File: config.mk
export PLATFORM = sky130hd
export DESIGN_NAME = pm_write_predictor
export DESIGN_NICKNAME = d
export VERILOG_FILES = /design/src/rtl/pwp_pkg.sv /design/src/rtl/pwp_path_sig.sv /design/src/rtl/pwp_watch.sv /design/src/rtl/pwp_req_slot.sv /design/src/rtl/pm_write_predictor.sv
export SDC_FILE = /design/constraint.sdc
export NUM_CORES = 1
export LEC_CHECK = 0
export CORE_ASPECT_RATIO = 1.5
export CORE_MARGIN = 2
export CORE_UTILIZATION = 50
export CTS_CLUSTER_SIZE = 30
export DETAILED_ROUTE_END_ITERATION = 16
export DONT_BUFFER_PORTS = 1
export GPL_ROUTABILITY_DRIVEN = 1
export HOLD_SLACK_MARGIN = 0.06
export PLACE_DENSITY = 0.71
export SYNTH_ARGS = -nofsm -noshare
export SYNTH_HDL_FRONTEND = slang
export SYNTH_SLANG_ARGS = --single-unit
File: constraint.sdc
create_clock -name clk -period 3.61 [get_ports clk]
set_input_delay 0.1805 -clock clk [delete_from_list [all_inputs] [get_ports clk]]
set_output_delay 0.1805 -clock clk [all_outputs]
set_load 0.01 [all_outputs]
File: src/rtl/pwp_pkg.sv
package pwp_pkg;
  typedef enum logic [1:0] {
    SLOT_KEEP,
    SLOT_LOAD,
    SLOT_DROP,
    SLOT_FREE
  } slot_act_e;
endpackage

File: src/rtl/pwp_path_sig.sv
module pwp_path_sig #(
  parameter int PC_W       = 32,
  parameter int HIST_DEPTH = 32
) (
  input  logic            clk,
  input  logic            rst_n,
  input  logic            in_valid,
  input  logic [PC_W-1:0] in_pc,
  output logic [PC_W-1:0] sig,
  output logic            lookup_valid
);
  localparam int LAST = HIST_DEPTH - 1;

  logic [HIST_DEPTH-1:0][PC_W-1:0] hist;
  logic [PC_W-1:0]                 leaving;

  generate
    if (HIST_DEPTH == 1) begin : g_single
      always_ff @(posedge clk or negedge rst_n) begin
        if (!rst_n)        hist <= '0;
        else if (in_valid) hist[0] <= in_pc;
      end
    end else begin : g_chain
      always_ff @(posedge clk or negedge rst_n) begin
        if (!rst_n) begin
          hist <= '0;
        end else if (in_valid) begin
          hist[0] <= in_pc;
          for (int i = 1; i < HIST_DEPTH; i++) hist[i] <= hist[i-1];
        end
      end
    end
  endgenerate

  assign leaving = hist[LAST];

  always_ff @(posedge clk or negedge rst_n) begin
    if (!rst_n) begin
      sig          <= '0;
      lookup_valid <= 1'b0;
    end else begin
      lookup_valid <= in_valid;
      if (in_valid) sig <= sig ^ in_pc ^ leaving;
    end
  end

  // the signature moves only on a retire
  a_r1_sig_hold: assert property (@(posedge clk) disable iff (!rst_n)
    !in_valid |=> $stable(sig));
  // a lookup follows every retire, and only a retire
  a_r2_lookup_follows: assert property (@(posedge clk) disable iff (!rst_n)
    in_valid |=> lookup_valid);
  a_r2_no_spurious_lookup: assert property (@(posedge clk) disable iff (!rst_n)
    !in_valid |=> !lookup_valid);
endmodule

File: src/rtl/pwp_watch.sv
module pwp_watch #(
  parameter int PC_W    = 32,
  parameter int ADDR_W  = 32,
  parameter int DATA_W  = 64,
  parameter int TIMEOUT = 64
) (
  input  logic              clk,
  input  logic              rst_n,
  input  logic              lookup_valid,
  input  logic              tbl_hit,
  input  logic [PC_W-1:0]   tbl_store_pc,
  input  logic              tbl_addr_ok,
  input  logic              tbl_data_ok,
  input  logic              tbl_zero,
  input  logic              store_valid,
  input  logic [PC_W-1:0]   store_pc,
  input  logic [ADDR_W-1:0] store_addr,
  input  logic [DATA_W-1:0] store_data,
  output logic              cap_valid,
  output logic [ADDR_W-1:0] cap_addr,
  output logic [DATA_W-1:0] cap_data,
  output logic              cap_dv
);
  localparam int TW = $clog2(TIMEOUT + 1);
  localparam logic [TW-1:0] LAST_TICK = TW'(TIMEOUT - 1);

  logic            armed;
  logic [PC_W-1:0] tgt_pc;
  logic            tgt_data_ok;
  logic            tgt_zero;
  logic [TW-1:0]   timer;
  logic            arm;

  assign arm       = lookup_valid && tbl_hit && tbl_addr_ok;
  assign cap_valid = armed && store_valid && (store_pc == tgt_pc);
  assign cap_addr  = store_addr;
  assign cap_dv    = tgt_data_ok;
  assign cap_data  = (tgt_data_ok && !tgt_zero) ? store_data : '0;

  always_ff @(posedge clk or negedge rst_n) begin
    if (!rst_n) begin
      armed       <= 1'b0;
      tgt_pc      <= '0;
      tgt_data_ok <= 1'b0;
      tgt_zero    <= 1'b0;
      timer       <= '0;
    end else if (arm) begin
      armed       <= 1'b1;
      tgt_pc      <= tbl_store_pc;
      tgt_data_ok <= tbl_data_ok;
      tgt_zero    <= tbl_zero;
      timer       <= '0;
    end else if (cap_valid) begin
      armed <= 1'b0;
    end else if (armed) begin
      if (timer == LAST_TICK) armed <= 1'b0;
      else                    timer <= timer + 1'b1;
    end
  end

  // an armed watch never outlives its window
  a_r6_timer_bound: assert property (@(posedge clk) disable iff (!rst_n)
    armed |-> (timer < TW'(TIMEOUT)));
  // a watch captures at most once unless re-armed
  a_r4_single_capture: assert property (@(posedge clk) disable iff (!rst_n)
    (cap_valid && !arm) |=> !cap_valid);
endmodule

File: src/rtl/pwp_req_slot.sv
module pwp_req_slot
  import pwp_pkg::*;
#(
  parameter int ADDR_W = 32,
  parameter int DATA_W = 64,
  parameter int CNT_W  = 8
) (
  input  logic              clk,
  input  logic              rst_n,
  input  logic              cap_valid,
  input  logic [ADDR_W-1:0] cap_addr,
  input  logic [DATA_W-1:0] cap_data,
  input  logic              cap_dv,
  input  logic              req_ready,
  output logic              req_valid,
  output logic [ADDR_W-1:0] req_addr,
  output logic [DATA_W-1:0] req_data,
  output logic              req_data_valid,
  output logic [CNT_W-1:0]  drop_count
);
  localparam logic [CNT_W-1:0] CNT_MAX = {CNT_W{1'b1}};

  slot_act_e act;
  logic      blocked;

  assign blocked = req_valid && !req_ready;

  always_comb begin
    if (cap_valid)      act = blocked ? SLOT_DROP : SLOT_LOAD;
    else if (req_ready) act = SLOT_FREE;
    else                act = SLOT_KEEP;
  end

  always_ff @(posedge clk or negedge rst_n) begin
    if (!rst_n) begin
      req_valid      <= 1'b0;
      req_addr       <= '0;
      req_data       <= '0;
      req_data_valid <= 1'b0;
      drop_count     <= '0;
    end else begin
      unique case (act)
        SLOT_LOAD: begin
          req_valid      <= 1'b1;
          req_addr       <= cap_addr;
          req_data       <= cap_data;
          req_data_valid <= cap_dv;
        end
        SLOT_DROP: if (drop_count != CNT_MAX) drop_count <= drop_count + 1'b1;
        SLOT_FREE: req_valid <= 1'b0;
        default: ;
      endcase
    end
  end

  // a blocked request holds every field
  a_r7_hold_stable: assert property (@(posedge clk) disable iff (!rst_n)
    (req_valid && !req_ready) |=> (req_valid && $stable(req_addr)
                                   && $stable(req_data) && $stable(req_data_valid)));
  // an address-only request carries zero data
  a_r5_addr_only_zero: assert property (@(posedge clk) disable iff (!rst_n)
    (req_valid && !req_data_valid) |-> (req_data == '0));
  // the drop counter only steps by one
  a_r8_drop_step: assert property (@(posedge clk) disable iff (!rst_n)
    1'b1 |=> (drop_count == $past(drop_count) || drop_count == $past(drop_count) + 1'b1));
endmodule

File: src/rtl/pm_write_predictor.sv
module pm_write_predictor #(
  parameter int PC_W       = 32,
  parameter int ADDR_W     = 32,
  parameter int DATA_W     = 64,
  parameter int HIST_DEPTH = 32,
  parameter int TIMEOUT    = 64,
  parameter int CNT_W      = 8
) (
  input  logic              clk,
  input  logic              rst_n,
  input  logic              retire_valid,
  input  logic [PC_W-1:0]   retire_pc,
  input  logic              store_valid,
  input  logic [PC_W-1:0]   store_pc,
  input  logic [ADDR_W-1:0] store_addr,
  input  logic [DATA_W-1:0] store_data,
  output logic [PC_W-1:0]   tbl_sig,
  output logic              lookup_valid,
  input  logic              tbl_hit,
  input  logic [PC_W-1:0]   tbl_store_pc,
  input  logic              tbl_addr_ok,
  input  logic              tbl_data_ok,
  input  logic              tbl_zero,
  output logic              req_valid,
  input  logic              req_ready,
  output logic [ADDR_W-1:0] req_addr,
  output logic [DATA_W-1:0] req_data,
  output logic              req_data_valid,
  output logic [CNT_W-1:0]  drop_count
);
  logic              cap_valid;
  logic [ADDR_W-1:0] cap_addr;
  logic [DATA_W-1:0] cap_data;
  logic              cap_dv;

  pwp_path_sig #(.PC_W(PC_W), .HIST_DEPTH(HIST_DEPTH)) u_sig (
    .clk(clk), .rst_n(rst_n), .in_valid(retire_valid), .in_pc(retire_pc),
    .sig(tbl_sig), .lookup_valid(lookup_valid)
  );

  pwp_watch #(.PC_W(PC_W), .ADDR_W(ADDR_W), .DATA_W(DATA_W), .TIMEOUT(TIMEOUT)) u_watch (
    .clk(clk), .rst_n(rst_n), .lookup_valid(lookup_valid),
    .tbl_hit(tbl_hit), .tbl_store_pc(tbl_store_pc), .tbl_addr_ok(tbl_addr_ok),
    .tbl_data_ok(tbl_data_ok), .tbl_zero(tbl_zero),
    .store_valid(store_valid), .store_pc(store_pc), .store_addr(store_addr),
    .store_data(store_data),
    .cap_valid(cap_valid), .cap_addr(cap_addr), .cap_data(cap_data), .cap_dv(cap_dv)
  );

  pwp_req_slot #(.ADDR_W(ADDR_W), .DATA_W(DATA_W), .CNT_W(CNT_W)) u_slot (
    .clk(clk), .rst_n(rst_n), .cap_valid(cap_valid), .cap_addr(cap_addr),
    .cap_data(cap_data), .cap_dv(cap_dv), .req_ready(req_ready),
    .req_valid(req_valid), .req_addr(req_addr), .req_data(req_data),
    .req_data_valid(req_data_valid), .drop_count(drop_count)
  );

  // the request port stays quiet through reset
  a_r9_reset_quiet: assert property (@(posedge clk)
    !rst_n |=> (!req_valid || rst_n));
endmodule

# ---- Word level (Yosys, flattened, before mapping)
# Index checks and enable logic that the tools add are counted.
dict set report totals {
  reg_bits 1205
  in_bits 201
  output_inout_bits 139
  word_cells 81
}
dict set report classes {
  addsub 2
  eq_ne 8
  mux 13
  bitwise_logic 2
  reduce_logical 12
}
# op count
set ops {}
lappend ops {{64-bit 2-to-1 mux} 1}
lappend ops {{32-bit XOR} 2}
lappend ops {{32-bit == test} 1}
lappend ops {{7-bit 2-to-1 mux} 4}
lappend ops {{8-bit by 1-bit adder with 8-bit output (second input constant)} 1}
lappend ops {{8-bit != test (second input constant)} 1}
lappend ops {{7-bit by 1-bit adder with 7-bit output (second input constant)} 1}
lappend ops {{7-bit by 6-bit == test with 1-bit output (second input constant)} 1}
lappend ops {{1-bit logical AND} 6}
lappend ops {{2-bit 2-to-1 mux} 3}
lappend ops {{2-bit == test (second input constant)} 2}
lappend ops {{1-bit 2-to-1 mux} 4}
lappend ops {{2-bit by 1-bit != test with 1-bit output (second input constant)} 2}
lappend ops {{2-bit nonzero test} 2}
lappend ops {{3-bit AND reduction} 1}
lappend ops {{2-bit by 1-bit == test with 1-bit output (second input constant)} 1}
lappend ops {{1-bit zero test} 2}
lappend ops {{1-bit case mux with 2 select lines} 1}
lappend ops {{2-bit AND reduction} 1}

# ---- Longest topological paths before layout
dict set report depth {
  ltp_word 6
  depth_mapped 8
  mapped_depth_nobuf 7
}

# ---- Cells and area by module
# Synthesis repeated with hierarchy kept, for this count alone.
dict set report hier_totals {
  cells_unflattened 2892
  area_unflattened_um2 46796.1
}
# module n_inst cells_each area_each_um2 seq_area_each_um2
set by_module_without_submodules {}
lappend by_module_without_submodules {pwp_path_sig 1 2294 39809.4 26450.4}
lappend by_module_without_submodules {pwp_req_slot 1 248 4185.3 2652.5}
lappend by_module_without_submodules {pwp_watch 1 350 2801.4 1051.0}

# ---- Worst setup path before layout
# OpenSTA, ideal clock, no wires.
dict set report synth_path {
  path_type {register to register}
  start {register u_watch.tgt_pc[5]}
  end {register u_slot.req_addr[10]}
  setup_time_ps 128
  arrival_time_ps 2415
  required_ps 3482
  slack_ps 1067
  path_stages_with_launch 8
  n_path_buf 1
  period_less_slack_ps 2543
  cell_sequence {dfrtp_1 xnor2_1 o221ai_1 or4_1 or4_4 nor2_4 buf_2 mux2_1}
}
dict set report synth_between {
  elab_chain_cells 4
}
# element line_no
set synth_rtl {}
lappend synth_rtl {{start, declared} pwp_watch.sv:28} ;# logic [PC_W-1:0] tgt_pc;
lappend synth_rtl {{start signal, assigned} pwp_watch.sv:49} ;# tgt_pc <= tbl_store_pc;
lappend synth_rtl {{32-bit == test} pwp_watch.sv:35} ;# assign cap_valid = armed && store_valid && (store_pc == tgt_pc);
lappend synth_rtl {{1-bit logical AND} pwp_watch.sv:35}
lappend synth_rtl {{2-bit 2-to-1 mux} pwp_req_slot.sv:29} ;# if (cap_valid) act = blocked ? SLOT_DROP : SLOT_LOAD;
lappend synth_rtl {{2-bit by 1-bit == test with 1-bit output} pwp_req_slot.sv:42} ;# unique case (act)
lappend synth_rtl {{end signal, assigned} pwp_req_slot.sv:45} ;# req_addr <= cap_addr;
lappend synth_rtl {{end, declared} pwp_req_slot.sv:16} ;# output logic [ADDR_W-1:0] req_addr,
# No other way between the ends.
# A chain may end at the register's enable or synchronous reset.

# ---- Worst setup path in the final report
dict set report layout_path {
  start {register u_watch.tgt_pc[9]}
  end {register u_slot.req_data[61]}
}
dict set report layout_between {
  elab_chain_cells 4
}
# element line_no
set layout_rtl {}
lappend layout_rtl {{32-bit == test} pwp_watch.sv:35}
lappend layout_rtl {{1-bit logical AND} pwp_watch.sv:35}
lappend layout_rtl {{2-bit 2-to-1 mux} pwp_req_slot.sv:29}
lappend layout_rtl {{2-bit by 1-bit == test with 1-bit output} pwp_req_slot.sv:42}
lappend layout_rtl {{end signal, assigned} pwp_req_slot.sv:46} ;# req_data <= cap_data;
lappend layout_rtl {{end, declared} pwp_req_slot.sv:17} ;# output logic [DATA_W-1:0] req_data,
# No other way between the ends.

==> flow_metrics.py <==
metrics = {
    "critical_path": {
        "path_buf_inv": 2,
        "cp_data_arrival_time_ns": 3.86,
        "cp-end-kind": "flip-flop",
        "rrSetupSlack_ns": 0.37,
        "cpMaxStageDelayCell": "a2111oi_0",
        "critPathMaxFanout": 64,
        "critPathMaxStageDelay_ns": 0.70,
        "worstPathCellList": "nor2b_1, a2111oi_0, nand3_1, or4_4, nor2_4, buf_12, buf_4, mux2i_1",
        "critical-path-top-delay-family": "simple AND/OR/NAND/NOR gates",
        "path_class": "reg2reg",
        "required_ns": 4.23,
        "start_kind": "flip-flop",
    },
    "run": {
        "maxCapViolations": 0,
    },
    "power": {
        "power_leakage_nw": 25.5,
        "peakVddDrop_v": 0.000496,
        "power_density_nw_per_um2": 727,
    },
    "cells_and_area": {
        "final_core_util": 0.614,
        "final_area_um2": 55500,
        "area_growth_pct": 21.5,
        "nets": 3576,
        "drive_above_1_share": 0.353,
    },
    "logic_synthesis": {
        "syn_inst": 2914,
        "synth_most_common_cell": "dfrtp_1",
        "syn_nets": 3117,
        "synth-edff-count": 0,
        "ys_ff_latch": 1205,
        "ys_seq_area_frac": 0.661,
        "synth.area.top_cells": "dfrtp_1, mux2_2, nand2_1",
        "yosysTopAreaCellShare": 0.661,
        "synthArstFlopShare": 1.00,
        "ys_warn_count": 0,
        "postSynthAreaPerCell_um2": 15.7,
        "ys_top_cells_by_count": "dfrtp_1, mux2_2, nand2_1",
        "synth_area_um2": 45600,
        "synth_cell_type_count": 37,
        "synth_top_area_cell": "dfrtp_1",
        "ys.flop_type": "dfrtp_1",
    },
    "sta": {
        "period_share": 0.898,
        "rsz0062_at_grt": "no",
        "worst_pin_slew_ns": 1.49,
        "finalCriticalPeriod_ns": 3.24,
        "hold_violations": 287,
        "relSlewSlack": 0.00746,
        "setup_viol": 0,
        "hold_slack_ns": -0.854,
        "clock.fmax_mhz": 308,
        "drv_slew": 0,
        "tns_ns": 0,
        "skew_ns": 0.0642,
    },
    "die": {
        "dieArea_um2": 93700,
        "coreArea_um2": 90400,
        "fp.dieW_um": 251,
        "ioPinCount": 340,
        "die-height_um": 374,
        "start_util": 0.505,
        "rows": 135,
    },
    "grt": {
        "grt_pass1_vias": 26510,
        "gr-total-overflow": 0,
        "grt_pass1_wl_um": 142000,
        "grt_max_degree": 1206,
        "antenna_found_initial": 20,
        "grt_usage": 0.187,
    },
    "clock_tree": {
        "clk_pin_slew_ns": 0.07,
        "cts_buffers": 108,
        "ctsLongestPathBuffers": 3,
        "cts.repair.resized": 0,
        "cts_hold_buffers": 477,
        "cts.sinks": 1205,
        "htreeDepth": 3,
        "clk_latency_ns": 0.71,
        "cts_tree": "yes",
        "cts_setup_buffers": 0,
        "root_buffer": "clkbuf_16",
    },
    "detailed_routing": {
        "via_per_inst": 5.25,
        "drt-initial-drc-count": 1516,
        "ant_nets": 0,
        "wl_per_cell_um": 19.0,
        "vias": 24401,
        "drt_wl_total_um": 88300,
        "dr.pass1.iters": 5,
        "drc": 0,
    },
    "placed_design": {
        "gp_congestion": 0.946,
        "dpl_cell_area_um2": 46600,
        "port_buffers": 0,
        "place_hpwl_um": 47600,
    },
    "status": {
        "violations": "negative hold slack",
        "status": "finished with violations",
    },
    "hold_path": {
        "min_path_type": "in2async",
    },
}
## where the power goes
part / internal (mW) / leakage, nW / switching (mW)
logic: 5.20 / 8.90 / 2.24
registers: 18.2 / 14.8 / 2.66
clock network: 6.91 / 1.86 / 5.10
total: 30.3 / 25.5 / 10.0
## through the flow
step / hold WS (ns) / setup slack [ns] / power, mW / cells
after floorplan: -0.115 / 1.07 / 24.9 / 2914
after global placement: -0.0792 / 0.629 / 25.8 / 3940
after detailed placement: -0.0825 / 0.523 / 26.3 / 3940
after CTS: -0.862 / 0.488 / 40.1 / 4618
after global routing: -0.881 / 0.243 / 42.6 / 4643
final: -0.854 / 0.368 / 40.3 / 4645
## cell type report
cell class              count  area (um2)
inverters                  74         278
clock buffers             158        3120
fillers                  6303       34900
multi-input cells        1491       14600
well taps                1164        1460
repair buffers            493        5120
flip-flops and latches   1205       30200
diodes                     17        42.5
clock inverters            43         664
## per-layer routing
layer	global-route usage	routed length, um	share of wire
met1	0.210	33000	0.37
met2	0.325	45000	0.51
met3	0.0417	5210	0.059
met4	0.114	5070	0.057
met5	0	0	0
## cells in the final DEF, fill, tap and decap left out, drive strengths merged, types with 3 or more instances in the layout
cell	n
nor2	5
diode	17
nand3	9
o21ai	3
dfrtp	1205
clkbuf	159
clkinv	26
bufinv	12
inv	78
dlygate4sd3	476
nor2b	5
nand2	206
a21oi	3
or2	3
xor2	58
nor4	8
mux2	1058
nor3	3
mux2i	67
buf	16
or4	4
nand2b	5
nand4	4
xnor2	37
## cell families after synthesis
family                     Yosys count  share of synthesized area
AOI/OAI and AO/OA                   16                    0.00255
muxes                             1125                      0.276
buffers and inverters              218                     0.0189
xor gates and xnor gates            95                     0.0182
and+or+nand+nor                    253                     0.0231
DFF                               1205                      0.661
adders and majority gates            2                   0.000548
## sequential cells by signal (all words and copies together) (netlist names), 7 cells and up
| signal | count |
|---|---|
| u_sig.sig | 32 |
| u_slot.req_addr | 32 |
| u_slot.drop_count | 8 |
| u_slot.req_data | 64 |
| u_watch.timer | 7 |
| u_watch.tgt_pc | 32 |
| u_sig.leaving | 32 |
| u_sig.hist | 992 |
## worst paths after layout
path                              startpoint  depth (start not counted)                  end
hold reg to reg              u_sig.hist[375]                          1      u_sig.hist[407]
min in group clk              store_addr[22]                          2  u_slot.req_addr[22]
max in group asynchronous              rst_n                          4      u_sig.hist[474]
setup / recovery           u_watch.tgt_pc[9]                          8  u_slot.req_data[61]
setup reg to reg           u_watch.tgt_pc[9]                          8  u_slot.req_data[61]
hold / removal                         rst_n                          0        u_sig.sig[27]
No activity file was read; power rests on OpenSTA's default activity.
